`src/rtl/tdc_pkg.sv`:
```
package tdc_pkg;
  localparam int unsigned DEF_TAPS    = 16;
  localparam int unsigned DEF_COARSE  = 11;

  function automatic int unsigned bits_for(input int unsigned n);
    return (n <= 1) ? 1 : $clog2(n);
  endfunction
endpackage

```
`src/rtl/tdc_therm_enc.sv`:
```
module tdc_therm_enc #(
  parameter int unsigned TAPS = tdc_pkg::DEF_TAPS,
  localparam int unsigned BW  = tdc_pkg::bits_for(TAPS)
) (
  input  logic [TAPS-1:0] taps_i,
  output logic [BW-1:0]   bin_o,
  output logic            err_o
);
  logic [BW:0] run_len;
  logic        in_run;

  always_comb begin
    run_len = '0;
    in_run  = 1'b1;
    for (int i = 0; i < int'(TAPS); i++) begin
      if (in_run && taps_i[i]) run_len = run_len + 1'b1;
      else                     in_run  = 1'b0;
    end
  end

  assign bin_o = run_len[BW] ? {BW{1'b1}} : run_len[BW-1:0];
  assign err_o = ((taps_i & (taps_i + 1'b1)) != '0) || (&taps_i);

  always_comb begin
    if (!err_o) begin
      AST_THERM_EXACT: assert (taps_i == ((TAPS'(1) << bin_o) - TAPS'(1)));
    end
  end
endmodule

```
`src/rtl/tdc_dual_counter.sv`:
```
module tdc_dual_counter #(
  parameter int unsigned CW = tdc_pkg::DEF_COARSE
) (
  input  logic          clk,
  input  logic          rst,
  input  logic          start_i,
  input  logic          armed_i,
  output logic [CW-1:0] rise_cnt_o,
  output logic [CW-1:0] fall_cnt_o,
  output logic          wrap_o
);
  logic first_q;

  always_ff @(posedge clk) begin
    if (rst) begin
      rise_cnt_o <= '0;
      first_q    <= 1'b0;
    end else begin
      first_q <= start_i;
      if (start_i)      rise_cnt_o <= '0;
      else if (armed_i) rise_cnt_o <= rise_cnt_o + 1'b1;
    end
  end

  always_ff @(negedge clk) begin
    if (rst)          fall_cnt_o <= '0;
    else if (first_q) fall_cnt_o <= CW'(1);
    else if (armed_i) fall_cnt_o <= fall_cnt_o + 1'b1;
  end

  assign wrap_o = armed_i && !start_i && (&rise_cnt_o);

  AST_FALL_AHEAD: assert property (@(posedge clk) disable iff (rst)
    (armed_i && !first_q) |-> (fall_cnt_o == rise_cnt_o + CW'(1)));
endmodule

```
`src/rtl/tdc_coarse_fine_enc.sv`:
```
module tdc_coarse_fine_enc #(
  parameter int unsigned TAPS = tdc_pkg::DEF_TAPS,
  parameter int unsigned CW   = tdc_pkg::DEF_COARSE,
  localparam int unsigned BW  = tdc_pkg::bits_for(TAPS),
  localparam int unsigned OW  = CW + BW
) (
  input  logic            clk,
  input  logic            rst,
  input  logic            start_i,
  input  logic            stop_i,
  input  logic [TAPS-1:0] taps_i,
  output logic            valid_o,
  output logic [OW-1:0]   stamp_o,
  output logic            ovf_o,
  output logic            err_o
);
  logic          armed, ovf_run;
  logic [CW-1:0] rise_cnt, fall_cnt;
  logic          wrap;
  logic [BW-1:0] enc_bin;
  logic          enc_err;

  logic          cap_v, cap_err, cap_ovf;
  logic [CW-1:0] cap_rise, cap_fall;
  logic [BW-1:0] cap_bin;
  logic [CW-1:0] coarse_sel;

  tdc_dual_counter #(.CW(CW)) u_cnt (
    .clk(clk), .rst(rst), .start_i(start_i), .armed_i(armed),
    .rise_cnt_o(rise_cnt), .fall_cnt_o(fall_cnt), .wrap_o(wrap)
  );

  tdc_therm_enc #(.TAPS(TAPS)) u_enc (
    .taps_i(taps_i), .bin_o(enc_bin), .err_o(enc_err)
  );

  // Early half of the period: rising counter may be mid-switch, use the falling one.
  assign coarse_sel = cap_bin[BW-1] ? cap_rise : (cap_fall - CW'(1));

  always_ff @(posedge clk) begin
    if (rst) begin
      armed    <= 1'b0;
      ovf_run  <= 1'b0;
      cap_v    <= 1'b0;
      cap_err  <= 1'b0;
      cap_ovf  <= 1'b0;
      cap_rise <= '0;
      cap_fall <= '0;
      cap_bin  <= '0;
      valid_o  <= 1'b0;
      stamp_o  <= '0;
      ovf_o    <= 1'b0;
      err_o    <= 1'b0;
    end else begin
      cap_v <= 1'b0;
      if (start_i) begin
        armed   <= 1'b1;
        ovf_run <= 1'b0;
      end else if (armed) begin
        if (wrap) ovf_run <= 1'b1;
        if (stop_i) begin
          armed    <= 1'b0;
          cap_v    <= 1'b1;
          cap_rise <= rise_cnt;
          cap_fall <= fall_cnt;
          cap_bin  <= enc_bin;
          cap_err  <= enc_err;
          cap_ovf  <= ovf_run;
        end
      end
      valid_o <= cap_v;
      if (cap_v) begin
        stamp_o <= cap_ovf ? {OW{1'b1}} : {coarse_sel, cap_bin};
        ovf_o   <= cap_ovf;
        err_o   <= cap_err;
      end
    end
  end

  AST_RESET_IDLE: assert property (@(posedge clk)
    rst |=> (!valid_o && !ovf_o && !err_o));
  AST_VALID_SINGLE: assert property (@(posedge clk) disable iff (rst)
    valid_o |=> !valid_o);
  AST_SAT_STAMP: assert property (@(posedge clk) disable iff (rst)
    (valid_o && ovf_o) |-> (&stamp_o));
  AST_STOP_DISARMS: assert property (@(posedge clk) disable iff (rst)
    (armed && stop_i && !start_i) |=> ##1 valid_o);
endmodule

```
`config.mk`:
```
export PLATFORM = sky130hd
export DESIGN_NAME = tdc_coarse_fine_enc
export DESIGN_NICKNAME = d
export VERILOG_FILES = /design/src/rtl/tdc_pkg.sv /design/src/rtl/tdc_therm_enc.sv /design/src/rtl/tdc_dual_counter.sv /design/src/rtl/tdc_coarse_fine_enc.sv
export SDC_FILE = /design/constraint.sdc
export NUM_CORES = 1
export LEC_CHECK = 0
export BUFFER_PORTS_ARGS = -buffer_cell sky130_fd_sc_hd__buf_2
export CORE_MARGIN = 3
export CORE_UTILIZATION = 60
export DETAILED_ROUTE_END_ITERATION = 6
export PLACE_DENSITY_LB_ADDON = 0.12
export SYNTH_ARGS = -nofsm -noshare
export SYNTH_HDL_FRONTEND = slang
export SYNTH_HIERARCHICAL = 1
export SYNTH_SLANG_ARGS = --single-unit
```
`constraint.sdc`:
```
create_clock -name clk -period 6.11 [get_ports clk]
set_input_delay 0 -clock clk [delete_from_list [all_inputs] [get_ports clk]]
set_output_delay 0 -clock clk [all_outputs]
set_load 0.05 [all_outputs]
```
Word level (Yosys, flattened, before mapping)
Index checks and enable logic that the tools add are counted.
{"block": "op_classes", "n_mux": 40, "n_reduce_logical": 28, "n_shift": 0, "n_lt_le_gt_ge": 0, "div_mod_pow": 0, "mul": 0, "n_eq_ne": 0, "bitwise_logic": 3, "addsub": 19}
{"op": "5-bit by 1-bit adder with 5-bit output (second input constant)", "count": 15}
{"op": "5-bit 2-to-1 mux", "count": 15}
{"op": "11-bit by 1-bit adder with 11-bit output (second input constant)", "count": 2}
{"op": "1-bit 2-to-1 mux", "count": 22}
{"op": "1-bit logical AND", "count": 17}
{"op": "16-bit by 1-bit adder with 16-bit output (second input constant)", "count": 1}
{"op": "16-bit AND", "count": 1}
{"op": "16-bit AND reduction", "count": 1}
{"op": "16-bit nonzero test", "count": 1}
{"op": "15-bit 2-to-1 mux", "count": 1}
{"op": "11-bit 2-to-1 mux", "count": 1}
{"op": "11-bit AND reduction", "count": 1}
{"op": "11-bit by 1-bit subtractor with 11-bit output (second input constant)", "count": 1}
{"op": "4-bit 2-to-1 mux", "count": 1}
{"op": "2-bit OR reduction", "count": 2}
{"op": "3-bit AND reduction", "count": 1}
{"op": "3-bit OR reduction", "count": 1}
{"op": "1-bit inverter", "count": 2}
{"op": "2-bit AND reduction", "count": 1}
{"op": "2-bit nonzero test", "count": 1}
{"op": "1-bit logical NOT", "count": 1}
{"op": "1-bit logical OR", "count": 1}
{"block": "totals", "mem_count": 0, "latch_bits": 0, "wordCells": 106, "out_inout_bits": 18, "in_bits": 20, "reg_bits": 72, "ramBits": 0, "romBits": 0}

Depth between registers and ports, before layout
Gate-level depths: netlist (run 1).
{"block": "logic_depth", "depth_word": 32, "depth_mapped": 38, "ltp_nobuf": 37}

Modules after synthesis
Netlist (run 1), hierarchy kept.
{"module": "tdc_coarse_fine_enc", "seq_area_each_um2": 980.9, "area_per_inst_um2": 1959.4, "cells_per_inst": 230, "instances": 1}
{"module": "tdc_therm_enc", "seq_area_each_um2": 0.0, "area_per_inst_um2": 1640.3, "cells_per_inst": 256, "instances": 1}
{"module": "tdc_dual_counter", "seq_area_each_um2": 460.4, "area_per_inst_um2": 1013.5, "cells_per_inst": 113, "instances": 1}

==> results of run 1 <==
-- worst max-delay path: cells and delay by family --
family          cells  cell delay, ns
simple gates        9            1.52
fa+ha+maj           5            1.50
mux                 1            0.28
xor+xnor            2            0.75
buf+inv             2            0.22
compound gates      9            1.59
-- final cells by class --
type / count / share of cell area
Timing Repair Buffer: 44 / 0.0477
Clock buffer: 12 / 0.0305
Multi-Input combinational cell: 478 / 0.585
Sequential cell: 72 / 0.283
Clock inverter: 15 / 0.0148
Inverter: 19 / 0.0140
Tap cell: 99 / 0.0244
-- power groups by stage --
stage | registers (mW) | logic, mW | clock network, mW
after floorplan | 0.499 | 0.0844 | 0.0121
final | 0.481 | 0.131 | 0.377
after detailed placement | 0.491 | 0.128 | 0.0121
after global placement | 0.491 | 0.126 | 0.0121
after global routing | 0.482 | 0.146 | 0.415
after CTS | 0.481 | 0.130 | 0.382
-- worst paths after layout --
kind / slack (ns) / cells after the start / from / endpoint
worst max register to register: 1.64 / 4 / armed / u_cnt/fall_cnt_o[10]
worst min register to register: 0.46 / 2 / cap_rise[2] / cap_rise[2]
worst min-delay path: 0.03 / 4 / stop_i / armed
worst max-delay path: 0.47 / 28 / taps_i[2] / cap_bin[0]
-- cells by family after synthesis --
kind of cell	after synthesis	share of synthesized area
and+or+nand+nor	271	0.297
DFF	72	0.312
buffers and inverters	49	0.0423
AOI/OAI and AO/OA	137	0.190
adders and majority gates	16	0.0434
xor gates and xnor gates	40	0.0838
muxes	14	0.0312
-- through the flow --
step / std cells / power (mW)
after floorplan: 599 / 0.596
after global placement: 711 / 0.629
after detailed placement: 711 / 0.632
after CTS: 739 / 0.993
after global routing: 739 / 1.04
final: 739 / 0.988
-- metal layers --
metal  routed length, um  track usage  up-vias
met4                 291        0.102        0
li1                    -            -     2207
met2                5310        0.448      105
met1                4650        0.306     2021
met3                 373       0.0409       23
met5                   0            0        -
-- cells in the final DEF, fill, tap and decap left out, types with 11 or more instances in the layout --
cell and instances:
a21oi_1 51, dfxtp_1 72, xor2_1 19, buf_2 37, xnor2_1 18, clkbuf_8 11
nand2_1 101, nand3_1 18, nand4_1 12, nor2_1 57, o21ai_0 24, inv_1 30
mux2i_1 11, ha_1 16
-- registers in the layout, summed over array words and instances, names as in the netlist --
signal,count
u_cnt/fall_cnt_o,11
err_o,1
u_cnt/rise_cnt_o,11
ovf_o,1
stamp_o,15
ovf_run,1
cap_fall,11
armed,1
cap_ovf,1
u_cnt/first_q,1
valid_o,1
cap_bin,4
cap_v,1
cap_err,1
cap_rise,11
-- timing repair --
item	CTS	global route
hold buffers	2	0
endpoints found under the setup margin	0	1
hold endpoints to repair	4	0
gates resized for setup	0	2
==> out/summary.txt, run 1 <==
Top cells by count, synth -> 101 x nand2_1, 72 x dfxtp_1, 57 x nor2_1
Insertion delay of the later-clocked pin in the worst-skew pair -> 0.39 ns
Post-Place Setup Slack -> 0.180 ns
Post-route cell area -> 5090 um2
Yosys reg bits -> 72
Initial Util -> 0.626
CP required -> 6.33 ns
Share of layout cells above drive strength 1 -> 0.120
Initial antenna violation count -> 0
Worst setup margin -> 0.468 ns
Final TNS setup -> 0 ns
Clk pin slew, worst setup/hold paths -> 0.08 ns
Die area -> 8780 um2
Die width -> 93.7 um
I/O pin cnt -> 38
Top_reg_cell synth -> dfxtp_1
Synth area leaders -> dfxtp_1 31%, nand2_1 8.2%, a21oi_1 5.5%
H-tree depth -> 3
Slew margin rel. -> 0.255
Multi-input gate area -> 2980 um2
Crit path kind -> in -> reg
Yosys Warn Count -> 6
Post-Syn Nets -> 635
Hold_ws -> 0.0345 ns
Area grow syn2layout -> 10.3%
DRT iter0 DRCs -> 254
Worst Tran Pin Value -> 1.11 ns
Fin nets -> 671
Global Route Usage Sum -> 0.254
Top-count cell post-synth -> nand2_1
Hpwl dp -> 7910 um
Skew final -> 0.0433 ns
Diodes inserted -> 0
Critical Path AT -> 5.86 ns
Worst setup SP type -> input port
Leakage -> 1.94 nW
CP dominant cell by count -> ha_1
First-pass GRT wire length -> 18100 um
Synthesized netlist cell count -> 599
Slowest stage delay, CP -> 0.52 ns
Max Clk Rate -> 0.177 GHz
DRC Markers -> 0
Port bufs -> 37
Total Wirelength -> 10600 um
Combinational power share -> 0.132
CTS buffer count -> 9
Via density -> 5.89
Max-slew violations -> 0
Period utilisation layout -> 0.923
Residual overflow from global routing -> 0
Asr flop ratio synth -> 0
Internal Power -> 0.705 mW
# clock sinks -> 72
RSZ-0062 raised after global routing -> false
Filler cells -> 624
Worst-path maximum fanout -> 8
Pwr/cell area -> 194 nW/um2
Synthesized area -> 4610 um2
Status -> completed
Post-synth EDFFs -> 0
Slowest cell on crit path -> xnor3_2
Syn avg cell area -> 7.70 um2
Largest net degree at the start of global routing -> 53
Count of different cell masters after synthesis -> 68
Fin. Hold Viols -> 0
CTS tree -> done
Die Span Y -> 93.7 um
Wire per inst -> 14.4 um
Setup violators final -> 0
Reg area -> 1440 um2
Placeable Area -> 7370 um2
Post-synth top area share -> 0.312
Initial DRT Pass Iterations -> 4
Seq/Total Area, Yosys -> 0.312
Switching Share -> 0.287
Row Count -> 31
Final cell utilization of the core -> 0.690
Worst hold path class -> in -> reg
Clk buf depth -> 2
CTS root buf -> clkbuf_8
Gpl congestion -> 0.961
Vias in the first global route -> 4025
Part of the power in registers -> 0.487
Placed Instance Area -> 4840 um2
Net Sw Power -> 0.283 mW
Endpoint class of the critical path -> flop
Max Cap Viol -> 0
Final min period -> 5.64 ns
Clock network fraction of total power -> 0.381
Worst vdd ir -> 0.100 mV
Postcts setup bufs -> 0
Final ANT Viol Nets -> 0
DR vias -> 4356
Top cell type by total area after synthesis -> dfxtp_1
Note: power is estimated with default switching activity, not from simulation.
==> inputs of run 2 (changes only) <==
- CELL_PAD_IN_SITES_DETAIL_PLACEMENT: not set -> 0
- CELL_PAD_IN_SITES_GLOBAL_PLACEMENT: not set -> 2
- CORE_UTILIZATION: 60 -> 36
==> run 2 against run 1 <==
Against the previous run:
- critical endpoint unchanged
- die area up 62%
- setup slack better by 0.16 ns
- clock power rose by 40%
- first-iteration DRC count increased by 24%
- count of clock-buffer cells in the layout shrank 2
- global-route usage is 7.6 points lower
- register-to-register slack better by 0.06 ns
- core utilization fell by 26 points
- critical path depth increased by 5
==> out/summary.txt, run 2 (synthesized netlist as in run 1, its figures left out) <==
Status -> completed
Max FFs per register -> 15 (unchanged)
Initial antenna violation count -> 0 (unchanged)
Final cell utilization of the core -> 0.431 (-0.259)
# clock sinks -> 72 (unchanged)
Post-Place Setup Slack -> 0.216 ns (+0.0360 ns)
Clk buf depth -> 2 (unchanged)
Leakage -> 2.02 nW (+3.9%)
Final TNS setup -> 0 ns (unchanged)
CP required -> 6.31 ns (-0.02 ns)
Most frequent cells in the layout -> 101 x nand2_1, 72 x dfxtp_1, 57 x nor2_1
Die Span Y -> 119 um (+27%)
Initial Util -> 0.376 (-0.250)
Worst hold path class -> in -> reg
Critical Path AT -> 5.68 ns (-0.18 ns)
Worst setup SP type -> input port
Initial DRT Pass Iterations -> 4 (unchanged)
Max-slew violations -> 0 (unchanged)
DR vias -> 4354 (-0.046%)
Hpwl dp -> 9360 um (+18%)
CTS root buf -> clkbuf_16
I/O pin cnt -> 38 (unchanged)
Slowest cell on crit path -> or3_1
Global Route Usage Sum -> 0.178 (-0.0765)
Pwr/cell area -> 216 nW/um2 (+11%)
Clk pin slew, worst setup/hold paths -> 0.06 ns (-0.02 ns)
Insertion delay of the later-clocked pin in the worst-skew pair -> 0.39 ns (about the same)
Diodes inserted -> 0 (unchanged)
Die width -> 119 um (+27%)
Setup violators final -> 0 (unchanged)
Placeable Area -> 12300 um2 (+66%)
M3 GR Usage -> 0.0271 (-0.0138)
Crit path kind -> in -> reg
Slowest stage delay, CP -> 0.37 ns (-0.15 ns)
Wire per inst -> 15.4 um (+7.2%)
Non-filler instance count after layout -> 809 (+9.5%)
Worst Tran Pin Value -> 1.11 ns (-0.00210 ns)
DRC Markers -> 0 (unchanged)
Area grow syn2layout -> 14.5%
Row Count -> 40 (+29%)
Fin. Hold Viols -> 0 (unchanged)
Max Clk Rate -> 0.182 GHz (+2.9%)
Final min period -> 5.48 ns (-0.160 ns)
GR Layer Usage met2 -> 0.265 (-0.183)
Max Cap Viol -> 0 (unchanged)
Total Wirelength -> 12500 um (+17%)
CTS tree -> done
Largest net degree at the start of global routing -> 54 (+1.9%)
Residual overflow from global routing -> 0 (unchanged)
Vias in the first global route -> 3974 (-1.3%)
Met1 GRT Util -> 0.263 (-0.0434)
Gpl congestion -> 0.912 (-5.1%)
First-pass GRT wire length -> 20700 um (+14%)
Period utilisation layout -> 0.897 (-0.0262)
Die area -> 14200 um2 (+62%)
Fin nets -> 672 (+0.15%)
Hold_ws -> 0.0230 ns (-0.0115 ns)
Final ANT Viol Nets -> 0 (unchanged)
CTS buffer count -> 9 (unchanged)
Port bufs -> 37 (unchanged)
Skew final -> 0.0571 ns (+0.0138 ns)
Postcts setup bufs -> 0 (unchanged)
Via density -> 5.38 (-8.7%)
Slew margin rel. -> 0.256 (+0.00140)
Placed cells -> 782 (+10%)
H-tree depth -> 3 (unchanged)
Bufs and invs on worst path -> 2 (unchanged)
DRT iter0 DRCs -> 314 (+24%)
Endpoint class of the critical path -> flop
Largest Register -> stamp_o
Worst-path maximum fanout -> 8 (unchanged)
Worst path top cell family by delay -> compound AO/OA/AOI/OAI gates
Worst setup margin -> 0.628 ns (+0.160 ns)
Worst vdd ir -> 0.117 mV (+17%)
RSZ-0062 raised after global routing -> false
Leading cell type in the layout, fill and taps excluded -> nand2_1
Share of layout cells above drive strength 1 -> 0.126 (+0.00605)
Gr busiest metal -> met2
-- run 2: cell types whose count changed in the layout (fill, tap and decap cells not counted), moves of 2 or more --
cell       delta
clkinv_2      +2
clkbuf_8     -11
inv_4         +2
buf_4         +2
clkbuf_16    +10
-- run 2: cell type report --
cell class / count / area (um2)
well taps: 168 / 210
clock inverters: 17 / 76.3
repair buffers: 45 / 248
multi-input cells: 478 / 2980
flip-flops and latches: 72 / 1440
fillers: 1282 / 6980
inverters: 19 / 71.3
clock buffers: 10 / 250
-- run 2: final timing paths --
| path | start | slack (ns) | cells after the start | endpoint |
|---|---|---|---|---|
| hold reg to reg | cap_rise[1] | 0.46 | 2 | cap_rise[1] |
| setup / recovery | taps_i[2] | 0.63 | 33 | cap_bin[0] |
| setup reg to reg | armed | 1.70 | 4 | u_cnt/fall_cnt_o[9] |
| hold / removal | stop_i | 0.02 | 4 | armed |
-- run 2: layer usage --
metal,vias up,wire (um)
met5,-,0
met4,0,130
met3,12,442
met2,80,5510
met1,2040,6380
li1,2222,-
-- run 2: stage by stage --
step | cell area (um2) | total power, mW
floorplan | 4610 | 0.596
global placement | 4940 | 0.635
detailed placement | 4940 | 0.635
CTS | 5270 | 1.15
global route | 5280 | 1.20
finish | 5280 | 1.14
-- run 2: tightest hold or removal path: cells and delay by family --
family	cells	cell delay (ns)
AND/OR/NAND/NOR	1	0.07
AO/OA/AOI/OAI	1	0.07
buffers and inverters	2	0.18
-- run 2: repair_timing --
action	4_1_cts	5_1_grt
endpoints found under the hold margin	3	0
hold buffers	1	0
gates resized for setup	0	2
setup endpoints to repair	0	4
-- run 2: power breakdown --
group          total, mW  internal, mW  switching, mW
registers          0.482         0.476        0.00614
logic              0.133        0.0472         0.0858
clock network      0.527         0.308          0.219
==> inputs of run 3 (changes only) <==
- RECOVER_POWER: not set -> 25
==> run 3 against run 2 <==
Against the previous run:
- register-to-register slack got worse by 0.60 ns
- core utilization decreased by 0.22 points
- non-clock buffer count unchanged
- cell count unchanged
- sequential share of layout area increased by 0.14 points
- critical path depth decreased by 3
- sequential power about the same
- highest routed layer unchanged
==> out/summary.txt, run 3 (synthesized netlist as in run 1, its figures left out) <==
Largest net degree at the start of global routing -> 54 (unchanged)
Placed Instance Area -> 4940 um2 (unchanged)
Worst reg2reg path depth -> 4 (unchanged)
Clk pin slew, worst setup/hold paths -> 0.06 ns (about the same)
Hold_ws -> 0.0233 ns (+0.000287 ns)
Worst setup margin -> 0.620 ns (-0.00840 ns)
Insertion delay of the later-clocked pin in the worst-skew pair -> 0.39 ns (about the same)
Final TNS setup -> 0 ns (unchanged)
Initial DRT Pass Iterations -> 4 (unchanged)
Period utilisation layout -> 0.899 (+0.00138)
CP required -> 6.31 ns (about the same)
Postcts setup bufs -> 0 (unchanged)
Diodes inserted -> 0 (unchanged)
Max-slew violations -> 0 (unchanged)
Share of layout cells above drive strength 1 -> 0.0952 (-0.0312)
Residual overflow from global routing -> 0 (unchanged)
Final cell utilization of the core -> 0.428 (-0.00224)
Via density -> 5.37 (-0.23%)
RR Endpoint -> u_cnt/fall_cnt_o[9]
Slew margin rel. -> 0.246 (-0.0100)
RSZ-0062 raised after global routing -> false
Max FFs per register -> 15 (unchanged)
Port bufs -> 37 (unchanged)
Crit path to -> cap_bin[0]
Leading cell type in the layout, fill and taps excluded -> nand2_1
DRC Markers -> 0 (unchanged)
Worst-path maximum fanout -> 8 (unchanged)
Endpoint class of the critical path -> flop
Fin. Hold Viols -> 0 (unchanged)
Gpl congestion -> 0.912 (unchanged)
Reg-to-reg slack, setup -> 1.10 ns (-0.60 ns)
CP dominant cell by count -> ha_1
CTS root buf -> clkbuf_16
Total Wirelength -> 12500 um (about the same)
Final min period -> 5.49 ns (+0.00840 ns)
Worst vdd ir -> 0.117 mV (+0.27%)
Vias in the first global route -> 3974 (unchanged)
Crit path kind -> in -> reg
Final ANT Viol Nets -> 0 (unchanged)
H-tree depth -> 3 (unchanged)
Pwr/cell area -> 217 nW/um2 (+0.46%)
CTS buffer count -> 9 (unchanged)
Wire per inst -> 15.4 um (about the same)
R2r startpoint -> armed
Worst setup SP type -> input port
Die area -> 14200 um2 (unchanged)
DR vias -> 4344 (-0.23%)
Hpwl dp -> 9360 um (unchanged)
DRT iter0 DRCs -> 316 (+0.64%)
Slowest stage delay, CP -> 0.38 ns (about the same)
Clk buf depth -> 2 (unchanged)
Skew final -> 0.0561 ns (-0.00102 ns)
Row Count -> 40 (unchanged)
Slowest cell on crit path -> ha_1
CTS tree -> done
Non-filler instance count after layout -> 809 (unchanged)
Initial Util -> 0.376 (unchanged)
Worst Tran Pin Value -> 1.13 ns (+0.0150 ns)
Total Power -> 1.14 mW (about the same)
Post-Place Setup Slack -> 0.216 ns (unchanged)
First-pass GRT wire length -> 20700 um (unchanged)
Post-route cell area -> 5250 um2 (-0.52%)
Fin nets -> 672 (unchanged)
Placed cells -> 782 (unchanged)
Most frequent cells in the layout -> 101 x nand2_1, 72 x dfxtp_1, 57 x nor2_1
Setup violators final -> 0 (unchanged)
Area grow syn2layout -> 13.9%
Placeable Area -> 12300 um2 (unchanged)
Die Span Y -> 119 um (unchanged)
Max Cap Viol -> 0 (unchanged)
Max Clk Rate -> 0.182 GHz (-0.15%)
I/O pin cnt -> 38 (unchanged)
Die width -> 119 um (unchanged)
Global Route Usage Sum -> 0.178 (unchanged)
Leakage -> 1.94 nW (-4.2%)
Critical Path AT -> 5.69 ns (about the same)
Worst Setup SP -> taps_i[2]
# clock sinks -> 72 (unchanged)
Status -> completed
Worst hold path class -> in -> reg
Initial antenna violation count -> 0 (unchanged)
Largest Register -> stamp_o
[run 3: worst min path at each step]
stage	startpoint	end	depth (start not counted)
6_report	stop_i	armed	4
5_1_grt	stop_i	armed	4
4_1_cts	stop_i	armed	4
3_5_place_dp	start_i	ovf_run	2
3_3_place_gp	start_i	ovf_run	2
2_1_floorplan	rst	u_cnt/first_q	1
[run 3: repair_timing]
action,CTS,global route
resized for setup,0,2
endpoints found under the hold margin,3,0
hold buffers,1,0
endpoints found under the setup margin,0,4
[run 3: metal layers]
metal / share of wire / global-route usage / wire length (um) / vias up
li1: - / - / - / 2220
met1: 0.50 / 0.263 / 6280 / 2019
met2: 0.43 / 0.265 / 5410 / 92
met3: 0.049 / 0.0271 / 609 / 13
met4: 0.013 / 0.0536 / 167 / 0
met5: 0 / 0 / 0 / -
[run 3: final cells by class]
cell class / count / area, um2
clock inverter: 17 / 76.3
sequential: 72 / 1440
timing repair buffer: 45 / 220
tap: 168 / 210
inverter: 19 / 71.3
clock buffer: 10 / 250
multi-input combinational: 478 / 2980
fill: 1297 / 7010
[run 3: worst max-delay path: cells and delay by family]
family	cells	cell delay (ns)
AO/OA/AOI/OAI	9	1.40
XOR/XNOR	3	0.71
buffers and inverters	2	0.22
AND/OR/NAND/NOR	9	1.25
adder cells (fa/ha/maj)	6	1.81
multiplexers	1	0.27
[run 3: power by group]
part / internal, mW / total, mW / switching [mW]
Clock: 0.308 / 0.528 / 0.220
Sequential: 0.476 / 0.482 / 0.00620
Combinational: 0.0460 / 0.132 / 0.0856
Total: 0.830 / 1.14 / 0.312
